$ cat config.mk
export PLATFORM = sky130hd
export DESIGN_NAME = spi_opdisp
export DESIGN_NICKNAME = d
export VERILOG_FILES = /design/src/rtl/spi_opdisp_pkg.sv /design/src/rtl/spi_opdisp_match.sv /design/src/rtl/spi_opdisp_fsm.sv /design/src/rtl/spi_opdisp.sv
export SDC_FILE = /design/constraint.sdc
export NUM_CORES = 1
export LEC_CHECK = 0
export ABC_AREA = 1
export BUFFER_PORTS_ARGS = -buffer_cell sky130_fd_sc_hd__buf_2
export CORE_MARGIN = 2
export CORE_UTILIZATION = 40
export DETAILED_ROUTE_END_ITERATION = 8
export GPL_TIMING_DRIVEN = 0
export PLACE_DENSITY = 0.76
export REMOVE_ABC_BUFFERS = 1
export SLEW_MARGIN = 10
export SYNTH_ARGS = -nofsm -noshare
export SYNTH_HDL_FRONTEND = slang
export SYNTH_SLANG_ARGS = --single-unit
$ cat constraint.sdc
create_clock -name clk -period 6.2 [get_ports clk]
set_clock_uncertainty 0.15 [all_clocks]
set_input_delay 1.24 -clock clk [delete_from_list [all_inputs] [get_ports clk]]
set_output_delay 1.24 -clock clk [all_outputs]
set_load 0.01 [all_outputs]
$ cat src/rtl/spi_opdisp_pkg.sv
package spi_opdisp_pkg;
   localparam int SLOT_STAT0   = 0;
   localparam int STAT_CNT     = 3;
   localparam int SLOT_ID      = 3;
   localparam int SLOT_DISC    = 4;
   localparam int SLOT_EN4B    = 5;
   localparam int SLOT_EX4B    = 6;
   localparam int SLOT_WREN    = 7;
   localparam int SLOT_WRDI    = 8;
   localparam int SLOT_READ0   = 9;
   localparam int DP_W         = 7;

   localparam int DP_STAT   = 0;
   localparam int DP_ID     = 1;
   localparam int DP_DISC   = 2;
   localparam int DP_READ   = 3;
   localparam int DP_UPLD   = 4;
   localparam int DP_ADDR   = 5;
   localparam int DP_WRL    = 6;

   localparam logic [1:0] MODE_FLASH = 2'b01;
   localparam logic [1:0] MODE_PASS  = 2'b10;
   localparam logic [1:0] PIPE_HALF  = 2'b01;
   localparam logic [1:0] PIPE_FULL  = 2'b10;

   typedef struct packed {
      logic stat;
      logic id;
      logic disc;
      logic rd;
      logic en4b;
      logic ex4b;
      logic wren;
      logic wrdi;
   } hit_t;

   typedef enum logic [3:0] {
      ST_IDLE, ST_STAT, ST_ID, ST_DISC, ST_READ,
      ST_UPLD, ST_ADDR, ST_WRL, ST_WAIT
   } state_e;
endpackage

$ cat src/rtl/spi_opdisp_match.sv
module spi_opdisp_match
   import spi_opdisp_pkg::*;
#(
   parameter int N_SLOTS  = 20,
   parameter int READ_CNT = 6
) (
   input  logic [7:0]           byte_i,
   input  logic [N_SLOTS-1:0]   tbl_valid_i,
   input  logic [8*N_SLOTS-1:0] tbl_opcode_i,
   input  logic [N_SLOTS-1:0]   tbl_upload_i,
   input  logic [2*N_SLOTS-1:0] tbl_pipe_i,
   output hit_t                 hit_o,
   output logic                 any_o,
   output logic                 upload_o,
   output logic [1:0]           pipe_o
);
   localparam int READ_END = SLOT_READ0 + READ_CNT;

   if (READ_CNT < 1) begin : g_bad_rd
      $error("READ_CNT must be at least 1");
   end
   if (N_SLOTS < READ_END) begin : g_bad_slots
      $error("N_SLOTS too small for fixed layout");
   end

   logic [N_SLOTS-1:0] slot_hit;

   for (genvar i = 0; i < N_SLOTS; i++) begin : g_slot
      assign slot_hit[i] = tbl_valid_i[i] && (tbl_opcode_i[8*i +: 8] == byte_i);
   end

   always_comb begin
      hit_o      = '0;
      hit_o.stat = |slot_hit[SLOT_STAT0 +: STAT_CNT];
      hit_o.id   = slot_hit[SLOT_ID];
      hit_o.disc = slot_hit[SLOT_DISC];
      hit_o.rd   = |slot_hit[SLOT_READ0 +: READ_CNT];
      hit_o.en4b = slot_hit[SLOT_EN4B];
      hit_o.ex4b = slot_hit[SLOT_EX4B];
      hit_o.wren = slot_hit[SLOT_WREN];
      hit_o.wrdi = slot_hit[SLOT_WRDI];
   end

   // attributes of the lowest-numbered matching slot
   always_comb begin
      upload_o = 1'b0;
      pipe_o   = 2'b00;
      for (int i = N_SLOTS-1; i >= 0; i--) begin
         if (slot_hit[i]) begin
            upload_o = tbl_upload_i[i];
            pipe_o   = tbl_pipe_i[2*i +: 2];
         end
      end
   end

   assign any_o = |slot_hit;
endmodule

$ cat src/rtl/spi_opdisp_fsm.sv
module spi_opdisp_fsm
   import spi_opdisp_pkg::*;
(
   input  logic            clk,
   input  logic            rst_n,
   input  logic            active_i,
   input  logic            flash_i,
   input  logic            busy_i,
   input  logic            byte_valid_i,
   input  hit_t            hit_i,
   input  logic            any_i,
   input  logic            upload_i,
   input  logic [1:0]      pipe_i,
   input  logic [2:0]      icpt_en_i,
   output logic [DP_W-1:0] dp_sel_o,
   output logic            taken_o,
   output logic            addr_enter_o,
   output logic            wr_enable_o,
   output logic [2:0]      fwd_o,
   output logic            pipe2_o
);
   state_e     st_q, st_d;
   logic       addr_q, addr_d, wr_q, wr_d, pipe_q, pipe_d;
   logic [2:0] fwd_q, fwd_d;
   logic       accept;

   assign accept = (st_q == ST_IDLE) && active_i && byte_valid_i;

   always_comb begin
      st_d   = st_q;
      addr_d = addr_q;
      wr_d   = wr_q;
      fwd_d  = fwd_q;
      pipe_d = pipe_q;
      if (accept) begin
         pipe_d = (pipe_i == PIPE_HALF) || (pipe_i == PIPE_FULL);
         if (!any_i) begin
            st_d = ST_WAIT;
         end else if (hit_i.stat) begin
            if (flash_i || icpt_en_i[0]) st_d = ST_STAT;
            else begin st_d = ST_WAIT; fwd_d[0] = 1'b1; end
         end else if (hit_i.id) begin
            if (flash_i || icpt_en_i[1]) st_d = ST_ID;
            else begin st_d = ST_WAIT; fwd_d[1] = 1'b1; end
         end else if (hit_i.disc) begin
            if (flash_i || icpt_en_i[2]) st_d = ST_DISC;
            else begin st_d = ST_WAIT; fwd_d[2] = 1'b1; end
         end else if (hit_i.rd) begin
            st_d = ST_READ;
         end else if (upload_i && !busy_i) begin
            st_d = ST_UPLD;
         end else if ((hit_i.en4b || hit_i.ex4b) && !busy_i) begin
            st_d   = ST_ADDR;
            addr_d = hit_i.en4b;
         end else if ((hit_i.wren || hit_i.wrdi) && !busy_i) begin
            st_d = ST_WRL;
            wr_d = hit_i.wren;
         end else begin
            st_d = ST_WAIT;
         end
      end
   end

   always_ff @(posedge clk or negedge rst_n) begin
      if (!rst_n) begin
         st_q   <= ST_IDLE;
         addr_q <= 1'b0;
         wr_q   <= 1'b0;
         fwd_q  <= 3'b000;
         pipe_q <= 1'b0;
      end else begin
         st_q   <= st_d;
         addr_q <= addr_d;
         wr_q   <= wr_d;
         fwd_q  <= fwd_d;
         pipe_q <= pipe_d;
      end
   end

   always_comb begin
      dp_sel_o = '0;
      case (st_q)
         ST_STAT: dp_sel_o[DP_STAT] = 1'b1;
         ST_ID:   dp_sel_o[DP_ID]   = 1'b1;
         ST_DISC: dp_sel_o[DP_DISC] = 1'b1;
         ST_READ: dp_sel_o[DP_READ] = 1'b1;
         ST_UPLD: dp_sel_o[DP_UPLD] = 1'b1;
         ST_ADDR: dp_sel_o[DP_ADDR] = 1'b1;
         ST_WRL:  dp_sel_o[DP_WRL]  = 1'b1;
         default: dp_sel_o = '0;
      endcase
   end

   assign taken_o      = (st_q != ST_IDLE);
   assign addr_enter_o = addr_q;
   assign wr_enable_o  = wr_q;
   assign fwd_o        = fwd_q;
   assign pipe2_o      = pipe_q;


   sel_onehot_chk: assert property (@(posedge clk) disable iff (!rst_n)
      $onehot0(dp_sel_o));

   hold_state_chk: assert property (@(posedge clk) disable iff (!rst_n)
      (st_q != ST_IDLE) |=> $stable(st_q));

   inactive_idle_chk: assert property (@(posedge clk) disable iff (!rst_n)
      ((st_q == ST_IDLE) && !active_i) |=> (st_q == ST_IDLE));

   busy_gate_chk: assert property (@(posedge clk) disable iff (!rst_n)
      (accept && busy_i) |=> (st_q != ST_ADDR) && (st_q != ST_WRL) && (st_q != ST_UPLD));

   nomatch_wait_chk: assert property (@(posedge clk) disable iff (!rst_n)
      (accept && !any_i) |=> (st_q == ST_WAIT));

   fwd_only_wait_chk: assert property (@(posedge clk) disable iff (!rst_n)
      (fwd_q != 3'b000) |-> (st_q == ST_WAIT) && !flash_i);
endmodule

$ cat src/rtl/spi_opdisp.sv
module spi_opdisp
   import spi_opdisp_pkg::*;
#(
   parameter int N_SLOTS  = 20,
   parameter int READ_CNT = 6
) (
   input  logic                 clk,
   input  logic                 rst_n,
   input  logic [1:0]           mode_i,
   input  logic                 busy_i,
   input  logic                 byte_valid_i,
   input  logic [7:0]           byte_i,
   input  logic [N_SLOTS-1:0]   tbl_valid_i,
   input  logic [8*N_SLOTS-1:0] tbl_opcode_i,
   input  logic [N_SLOTS-1:0]   tbl_upload_i,
   input  logic [2*N_SLOTS-1:0] tbl_pipe_i,
   input  logic [2:0]           icpt_en_i,
   output logic [6:0]           dp_sel_o,
   output logic                 cmd_taken_o,
   output logic                 addr4b_enter_o,
   output logic                 wr_enable_o,
   output logic [2:0]           fwd_o,
   output logic                 pipe2_o
);
   hit_t       hit;
   logic       any_hit, upload, flash, active;
   logic [1:0] pipe;

   assign flash  = (mode_i == MODE_FLASH);
   assign active = flash || (mode_i == MODE_PASS);

   spi_opdisp_match #(.N_SLOTS(N_SLOTS), .READ_CNT(READ_CNT)) u_match (
      .byte_i       (byte_i),
      .tbl_valid_i  (tbl_valid_i),
      .tbl_opcode_i (tbl_opcode_i),
      .tbl_upload_i (tbl_upload_i),
      .tbl_pipe_i   (tbl_pipe_i),
      .hit_o        (hit),
      .any_o        (any_hit),
      .upload_o     (upload),
      .pipe_o       (pipe)
   );

   spi_opdisp_fsm u_fsm (
      .clk          (clk),
      .rst_n        (rst_n),
      .active_i     (active),
      .flash_i      (flash),
      .busy_i       (busy_i),
      .byte_valid_i (byte_valid_i),
      .hit_i        (hit),
      .any_i        (any_hit),
      .upload_i     (upload),
      .pipe_i       (pipe),
      .icpt_en_i    (icpt_en_i),
      .dp_sel_o     (dp_sel_o),
      .taken_o      (cmd_taken_o),
      .addr_enter_o (addr4b_enter_o),
      .wr_enable_o  (wr_enable_o),
      .fwd_o        (fwd_o),
      .pipe2_o      (pipe2_o)
   );
endmodule

======== Word-level counts from Yosys, hierarchy flattened ========
Cells that the tools add are included.
storage, ports and cells
  memory bits (read-only) ................. 0
  word-level logic and storage cells ...... 148
  memories ................................ 0
  flip-flop bits (word level) ............. 10
  bits in writable memories ............... 0
  latch bits .............................. 0
cells by class
  reduce and logical (&&, ||, !) cells .... 43
  $lt $le $gt $ge ......................... 0
  add/sub/neg operators ................... 0
  equality and inequality tests ........... 31
  bitwise operators ....................... 9
  shift operators ......................... 0
  multipliers ............................. 0
  muxes and demuxes ....................... 58
  div/mod/pow operators ................... 0
operator list
  operator                                             count
  equality test 8 bit                                  20
  2-to-1 mux 4 bit                                     11
  2-to-1 mux 2 bit                                     20
  2-to-1 mux 1 bit                                     27
  logical AND 1 bit                                    25
  OR reduction 20 bit                                  1
  equality test 4 x 3 -> 1 bit, second input constant  4
  NOT 1 bit                                            9
  AND reduction 9 bit                                  1
  equality test 4 x 2 -> 1 bit, second input constant  2
  AND reduction 8 bit                                  1
  logical OR 1 bit                                     7
  AND reduction 6 bit                                  1
  OR reduction 6 bit                                   1
  AND reduction 5 bit                                  1
  equality test 2 x 1 -> 1 bit, second input constant  2
  equality test 2 bit, second input constant           2
  equality test 4 x 1 -> 1 bit, second input constant  1
  logical NOT 4 bit                                    1
  AND reduction 4 bit                                  1
  nonzero test 4 bit                                   1
  OR reduction 3 bit                                   1
  logical NOT 1 bit                                    1

======== Longest topological paths before layout ========
Gate-level depths: netlist of the first run.
  depth in word-level cells ............... 29
  depth in mapped cells ................... 33

======== Cells and area by module ========
Synthesis of the first run repeated with hierarchy kept, for this count alone.
second synthesis, totals
  cell total of the unflattened synthesis .. 755
  area, all modules ....................... 4011.3 um2
modules (own cells, without submodules)
  module            seq. area each (um2)  area an instance (um2)  instances  cells an instance
  spi_opdisp_match  0.0                   3291.9                  1          654
  spi_opdisp_fsm    250.2                 699.4                   1          98
  spi_opdisp        0.0                   20.0                    1          3

======== Worst setup path before layout of the first run ========
No wires, ideal clock.
  path type ............................... input -> register
  start ................................... input port byte_i[7]
  end ..................................... register u_fsm.wr_q (netlist: u_fsm.wr_enable_o)
  data arrival time ....................... 3143 ps
  buffers on the path ..................... 3
  slack ................................... 2790 ps
  stages .................................. 17
  data required time ...................... 5933 ps
  cells stage by stage .................... buf_4 > inv_4 > buf_6 > buf_6 > o21ai_1 > a2111oi_4 > nand4_4 > nand2_1 > inv_1 > nand2_2 > inv_2 > nand4_1 > nand3_2 > nor3_1 > nand3_1 > o21ai_1 > inv_1
between the ends
  longest elaborated chain between the ends .. 25
RTL lines
  item                            RTL line                RTL
  start: declaration              spi_opdisp.sv:12        input logic [7:0] byte_i,
  equality test 8 bit             spi_opdisp_match.sv:29  assign slot_hit[i] = tbl_valid_i[i] && (tbl_opcode_i[8*i +: 8] == byte_i);
  logical AND 1 bit               spi_opdisp_match.sv:29
  2-to-1 mux 1 bit (20 in a row)  spi_opdisp_match.sv:49  if (slot_hit[i]) begin
  logical AND 1 bit               spi_opdisp_fsm.sv:50    end else if (upload_i && !busy_i) begin
  NOT 1 bit (no line)             -
  AND reduction 9 bit (no line)   -
  end signal: assignment          spi_opdisp_fsm.sv:74    wr_q <= wr_d;
  end: declaration                spi_opdisp_fsm.sv:23    logic addr_q, addr_d, wr_q, wr_d, pipe_q, pipe_d;
Parallel ways exist; a longest one is shown, timed or not.
A chain may end at the register's enable or synchronous reset.

======== Worst setup path after layout of the first run ========
  start ................................... input port byte_i[2]
  end ..................................... register u_fsm.st_q[0]
between the ends
  longest elaborated chain between the ends .. 29
RTL lines
  item                            RTL line                RTL
  equality test 8 bit             spi_opdisp_match.sv:29
  logical AND 1 bit               spi_opdisp_match.sv:29
  2-to-1 mux 1 bit (20 in a row)  spi_opdisp_match.sv:49
  logical AND 1 bit               spi_opdisp_fsm.sv:50
  2-to-1 mux 4 bit                spi_opdisp_fsm.sv:50
  2-to-1 mux 4 bit                spi_opdisp_fsm.sv:48    end else if (hit_i.rd) begin
  2-to-1 mux 4 bit                spi_opdisp_fsm.sv:45    end else if (hit_i.disc) begin
  2-to-1 mux 4 bit                spi_opdisp_fsm.sv:42    end else if (hit_i.id) begin
  2-to-1 mux 4 bit                spi_opdisp_fsm.sv:39    end else if (hit_i.stat) begin
  2-to-1 mux 4 bit *              spi_opdisp_fsm.sv:37    if (!any_i) begin
  end signal: assignment          spi_opdisp_fsm.sv:72    st_q <= st_d;
  end: declaration                spi_opdisp_fsm.sv:22    state_e st_q, st_d;
Mark *: on every way between the ends. The rest lies on a longest branch, timed or not.

==> metrics.cfg, run 1 <==
[sta]
timing.fmax_ghz = 0.2408
fin_crit_sh_pct = 66.97
rsz0062_at_grt = no
hold_viol_final = 0
period_needed_ns = 4.152
max_slew_margin_pct = 42.70
fin_setup_tns_ns = 0
worst_slack_ns = 2.048
worstMarginPinSlew_ns = 0.8517
setup_viol = 0
final_max_slew_viol_count = 0

[floorplan]
dieArea_um2 = 11710
initial_core_util_pct = 40.60
row_count = 38
fp.dieH_um = 108.2
die_w_um = 108.2
ios = 271
core_um2 = 10700

[power]
power.density_nw_per_um2 = 79.60
seqPwrFrac_pct = 14.8
ir_drop_v = 0.00007407
p_int_mw = 0.2536
p_switching_mw = 0.1977
p_comb_share_pct = 66.2
clkPwrFrac_pct = 19.0
leakagePower_nw = 3.272
swShare_pct = 43.80

[finish]
diodes = 0
area_growth_syn_to_layout_pct = 30.54
drive_gt1_share_pct = 30.70
final_cell_mix = buf_2 (270), nand2_1 (256), nor2_1 (111)
mostFrequentLayoutCell = buf_2
stdcell_area_um2 = 5669
nNetsFinal = 1321

[logic_synthesis]
synth_cell_type_count = 58
synth_cells = 815
synth-main-ff-cell = dfrtp_1
synth-seq-cells = 10
ys_top_cells_by_area = nand2_1 (22%), nor2_1 (9.6%), inv_1 (8.8%)
ys_seq_area_share_pct = 5.762
syn_avg_cell_area_um2 = 5.329
synth_edf_count = 0
async_flop_share_pct = 100.0
ys_warn_count = 0
syn_area_um2 = 4343
synth_top_area_share_pct = 22.13
synth_top_area_cell = nand2_1

[detailed_routing]
firstDrtPassIters = 5
routed_wl_mm = 17.08
remaining_drc_errors = 0
ant_nets = 0
routedWlPerCell_um = 14.21
dr_total_vias = 6048
viasPerCell = 5.032
drtIter0Drc = 391

[global_route]
antenna_found_initial = 0
grt_max_degree = 33
grt_pass1_vias = 5319
grt_usage_pct = 27.87
grt_pass1_wl_mm = 25.56
overflow = 0

[placed_design]
io_buffers = 270
dp_slack_ns = 1.857
place_hpwl_mm = 13.92
place_congestion = 0.9649
place_area_um2 = 5614

[critical_path]
cp-end-kind = register
cpMostUsedCell = nand2_1
critPathLaunchType = input pin
crit_type = input pin to register
slowest_stage = buf_2
cp.arrival_ns = 4.14
cp.required_ns = 6.18
path_max_fanout = 17
cp_slowest_stage_delay_ns = 0.49

[clock_network]
clk_latency_ns = 0.25
cts_tree = yes
cts_setup_buffers = 0
clock-sinks = 10
clkTransAtPathRegs_ns = 0.05
htreeDepth = 1
cts_buffers = 3
post_cts_resized = 0
cts_buffer_depth = 2
cts_hold_buf = 0
clock-root-buffer = clkbuf_8

[job]
cap_violations = 0

[run_status]
status = complete, no violations

[worst_hold_path]
hold_class = register to register

[worst paths after layout]
path                            depth (start not counted)                end  slack (ns)      startpoint
worst min register to register                          2     u_fsm.fwd_o[1]        0.31  u_fsm.fwd_o[1]
max in group asynchronous                               1  u_fsm.wr_enable_o        5.00           rst_n
worst min-delay path                                    2     u_fsm.fwd_o[1]        0.31  u_fsm.fwd_o[1]
worst max-delay path                                   29      u_fsm.st_q[0]        2.05       byte_i[2]
min in group asynchronous                               1     u_fsm.fwd_o[0]        0.70           rst_n
worst max register to register                         10  u_fsm.wr_enable_o        3.87   u_fsm.st_q[2]
[synth_stat cells, types with 3 or more instances]
master / n
nor2_2: 5
a21oi_1: 26
nand2_2: 3
dfrtp_1: 10
xor2_1: 26
nand3b_1: 3
o21ai_0: 19
inv_1: 102
nand3_1: 29
a211oi_1: 4
buf_2: 3
nor4_1: 9
nor2_1: 111
nor3b_1: 4
or2_2: 12
inv_2: 12
or2_1: 7
nand2_1: 256
xnor2_1: 26
nand4_1: 22
and3_1: 3
o22ai_1: 10
o21ai_1: 18
buf_6: 14
nor3_1: 30
buf_4: 9
[through the flow]
stage	total power [mW]	util (%)	hold slack, ns	cells
after global placement	0.3600	52.48	0.2946	1198
after detailed placement	0.3630	52.48	0.2943	1198
after floorplan	0.2200	-	0.3029	788
after global routing	0.4882	52.99	0.3213	1202
after CTS	0.4492	52.99	0.3116	1202
final	0.4513	52.99	0.3085	1202
[worst max-delay path: cells and delay by family]
kind,cells,cell delay [ns]
buf+inv,2,0.77
simple gates,26,1.96
compound gates,1,0.14
[sequential cells by signal (all words and copies together), names as in the netlist]
signal and count:
u_fsm.fwd_o 3, u_fsm.wr_enable_o 1, u_fsm.addr_enter_o 1, u_fsm.pipe2_o 1
u_fsm.st_q 4
[power groups by stage]
| stage | sequential (mW) | combinational [mW] | clock (mW) |
|---|---|---|---|
| 3_5_place_dp | 0.0677 | 0.295 | 0 |
| 6_report | 0.0667 | 0.299 | 0.0860 |
| 5_1_grt | 0.0667 | 0.333 | 0.0886 |
| 3_3_place_gp | 0.0677 | 0.292 | 0 |
| 2_1_floorplan | 0.0678 | 0.152 | 0 |
| 4_1_cts | 0.0667 | 0.297 | 0.0858 |
[kinds of logic (layout without fill, tap and decap cells)]
family                     count (synthesis)  after routing  synth area share [%]
DFF                                       10             10                 5.762
and+or+nand+nor                          508            508                 52.75
AOI/OAI and AO/OA                         98             98                 14.29
xor gates and xnor gates                  52             52                 10.49
buffers and inverters                    145            392                 16.19
muxes                                      1              1                0.2305
adders and majority gates                  1              1                0.2881
[cell type report]
class,count,area [um^2]
Fill cell,1176,5029
Multi-Input combinational cell,660,3390
Timing Repair Buffer,270,1351
Inverter,118,447.9
Sequential cell,10,250.2
Tap cell,140,175.2
Clock buffer,4,55.05
[routing by layer]
layer	GRT usage [%]	vias up	routed length, um
li1	-	3106	-
met1	36.90	2629	7486
met2	48.11	284	7780
met3	2.773	29	1443
met4	7.601	0	371
met5	0	-	0
Note: power is estimated with default switching activity, not from simulation.
==> inputs of run 2 (changes only) <==
--- a/config.mk
+++ b/config.mk
@@ -5,13 +5,13 @@
 export SDC_FILE = /design/constraint.sdc
 export NUM_CORES = 1
 export LEC_CHECK = 0
-export ABC_AREA = 1
+export ABC_AREA = 0
 export BUFFER_PORTS_ARGS = -buffer_cell sky130_fd_sc_hd__buf_2
-export CORE_MARGIN = 2
-export CORE_UTILIZATION = 40
+export CORE_AREA = 2 2 106 108
 export DETAILED_ROUTE_END_ITERATION = 8
+export DIE_AREA = 0 0 108 110
 export GPL_TIMING_DRIVEN = 0
-export PLACE_DENSITY = 0.76
+export PLACE_DENSITY = 0.7
 export REMOVE_ABC_BUFFERS = 1
 export SLEW_MARGIN = 10
 export SYNTH_ARGS = -nofsm -noshare
==> constraint.sdc (replaced) <==
create_clock -name clk -period 4.25 [get_ports clk]
set_clock_uncertainty 0.15 [all_clocks]
set_input_delay 0.85 -clock clk [delete_from_list [all_inputs] [get_ports clk]]
set_output_delay 0.85 -clock clk [all_outputs]
set_load 0.01 [all_outputs]
==> run 2 against run 1 <==
First-iteration DRC count decreased by 45%. Sequential cell count unchanged. Critical path depth shrank 19. Clock power is 40% higher. Via count down 27%. Combinational power grew 36%. Utilization fell by 5.5 points. Sequential power grew 59%. Global-route usage decreased by 5.7 points. Hold slack about the same. Die area rose by 1.5%.
==> metrics.cfg, run 2 <==
[critical_path]
crit_path_start = byte_i[1]
cp.required_ns = 4.23
critical_path_buf_inv_count = 1
critPathLaunchType = input pin
crit_type = input pin to register
r2r_end = u_fsm.wr_enable_o
ff2ff_setup_slack_ns = 1.72
crit_end = u_fsm.wr_enable_o
cp_slowest_stage_delay_ns = 0.61
path_max_fanout = 20
slowest_stage = nor3_2
cp.arrival_ns = 3.79
cp_top_family = simple AND/OR/NAND/NOR gates
reg2reg_depth = 7
path_cells = buf_2, xnor2_1, nand2_1, nor3_2, nor2_1, a211o_1, a21oi_1, a21boi_2, and3b_1, a31o_1
path_depth = 10
r2r_start = u_fsm.st_q[0]
cp-end-kind = register

[clock_network]
clock-root-buffer = clkbuf_8
htreeDepth = 1
cts_hold_buf = 0
cts_tree = yes
clk_latency_ns = 0.24
cts_buffer_depth = 2
post_cts_resized = 0
cts_setup_buffers = 0
cts_buffers = 3
clkTransAtPathRegs_ns = 0.05
clock-sinks = 10

[detailed_routing]
remaining_drc_errors = 0
firstDrtPassIters = 4
routed_wl_mm = 13.94
drtIter0Drc = 215
viasPerCell = 5.086
dr_total_vias = 4420
ant_nets = 0
routedWlPerCell_um = 16.04

[power]
leakagePower_nw = 2.219
ir_drop_v = 0.0001012
power.density_nw_per_um2 = 124.3

[finish]
area_growth_syn_to_layout_pct = 36.41
regArea_um2 = 250.2
top_register = u_fsm.st_q
nNetsFinal = 988
multi_input_area_um2 = 3201
diodes = 0
fill_cells = 1151
mostFrequentLayoutCell = buf_2
stdcell_area_um2 = 5081
drive_gt1_share_pct = 42.11
largest_reg_flops = 4
utilization_pct = 47.50
final_cell_mix = buf_2 (270), xnor2_1 (152), nand2_1 (41)

[global_route]
grt_pass1_wl_mm = 20.66
grt_pass1_vias = 4154
antenna_found_initial = 1
grt_usage_pct = 22.18
grt_max_degree = 21
overflow = 0

[sta]
final_max_slew_viol_count = 0
setup_viol = 0
timing.fmax_ghz = 0.2622
max_slew_margin_pct = 48.38
worstMarginPinSlew_ns = 0.7743
rsz0062_at_grt = no
worst_slack_ns = 0.4359
period_needed_ns = 3.814
fin_crit_sh_pct = 89.74
hold_viol_final = 0

[placed_design]
place_congestion = 0.8796
place_area_um2 = 5021
place_hpwl_mm = 11.68
dp_slack_ns = -0.1599
io_buffers = 270

[logic_synthesis]
synth_top_area_share_pct = 35.74
yosysMostFrequentCell = xnor2_1
ys_seq_area_share_pct = 6.718
ys_top_cells_by_area = xnor2_1 (36%), dfrtp_1 (6.7%), nand2_1 (4.1%)
ys_warn_count = 0
synth_top_area_cell = xnor2_1
synth_common_cells = xnor2_1 (152), nand2_1 (41), nor3_1 (24), nand3_1 (23), nand4_1 (22)
synth_cells = 473
syn_avg_cell_area_um2 = 7.875
synth-seq-cells = 10
async_flop_share_pct = 100.0
syn_area_um2 = 3725
synth_cell_type_count = 67
synth-main-ff-cell = dfrtp_1
synth_edf_count = 0

[floorplan]
row_count = 38
ios = 271
initial_core_util_pct = 34.82
core_um2 = 10700
dieArea_um2 = 11880
die_w_um = 108
fp.dieH_um = 110

[run_status]
status = complete, no violations

[job]
cap_violations = 0

[worst_hold_path]
hold_class = input pin to async pin

[run 2: through the flow]
stage                     setup TNS, ns  std cells  total power [mW]  hold WS [ns]
after CTS                             0        869            0.6364        0.3063
final                                 0        869            0.6315        0.3080
after global placement          -0.2066        865            0.5082        0.2907
after detailed placement        -0.3379        865            0.5142        0.2885
after global routing                  0        869            0.6799        0.3119
after floorplan                       0        455            0.3115        0.3473
[run 2: layout make-up]
type | count | share of cell area (%)
clock buffer | 4 | 1.083
inverter | 13 | 0.9604
multi-input combinational | 432 | 62.99
sequential | 10 | 4.925
tap | 140 | 3.447
timing repair buffer | 270 | 26.59
[run 2: routing by layer]
layer  GRT usage (%)  up-vias  wire length (um)
li1                -     2214                 -
met1           27.75     1998              5743
met2           40.12      183              6876
met3           3.821       23              1031
met4           4.396        2               274
met5               0        -                11
[run 2: worst register-to-register path, cell delays in order, from the launching register on]
cell and delay, ns:
dfrtp_1 0.43, or4_1 0.58, nor3b_1 0.28, nand2_1 0.19, a211oi_4 0.34, nand3_2 0.09, o21a_1 0.17, a31o_1 0.18
[run 2: cell families after synthesis]
group | after synthesis | share of synthesized area, %
buffers and inverters | 31 | 7.491
adder cells (fa/ha/maj) | 1 | 0.3359
AND/OR/NAND/NOR | 199 | 32.01
flip-flops | 10 | 6.718
AO/OA/AOI/OAI | 67 | 14.11
multiplexers | 4 | 1.075
XOR/XNOR | 161 | 38.26
[run 2: power by group]
group / internal [mW] / total (mW) / switching [mW] / leakage (nW)
registers: 0.100 / 0.106 / 0.00550 / 0.125
clock network: 0.0815 / 0.120 / 0.0383 / 0.0288
logic: 0.212 / 0.406 / 0.193 / 2.07
[run 2: how the worst min path moves through the flow]
stage	from	end	depth (start not counted)
CTS	u_fsm.fwd_o[1]	u_fsm.fwd_o[1]	2
global route	u_fsm.fwd_o[1]	u_fsm.fwd_o[1]	2
finish	rst_n	u_fsm.fwd_o[0]	1
detailed placement	u_fsm.fwd_o[1]	u_fsm.fwd_o[1]	2
floorplan	u_fsm.fwd_o[0]	u_fsm.fwd_o[0]	2
global placement	u_fsm.fwd_o[1]	u_fsm.fwd_o[1]	2
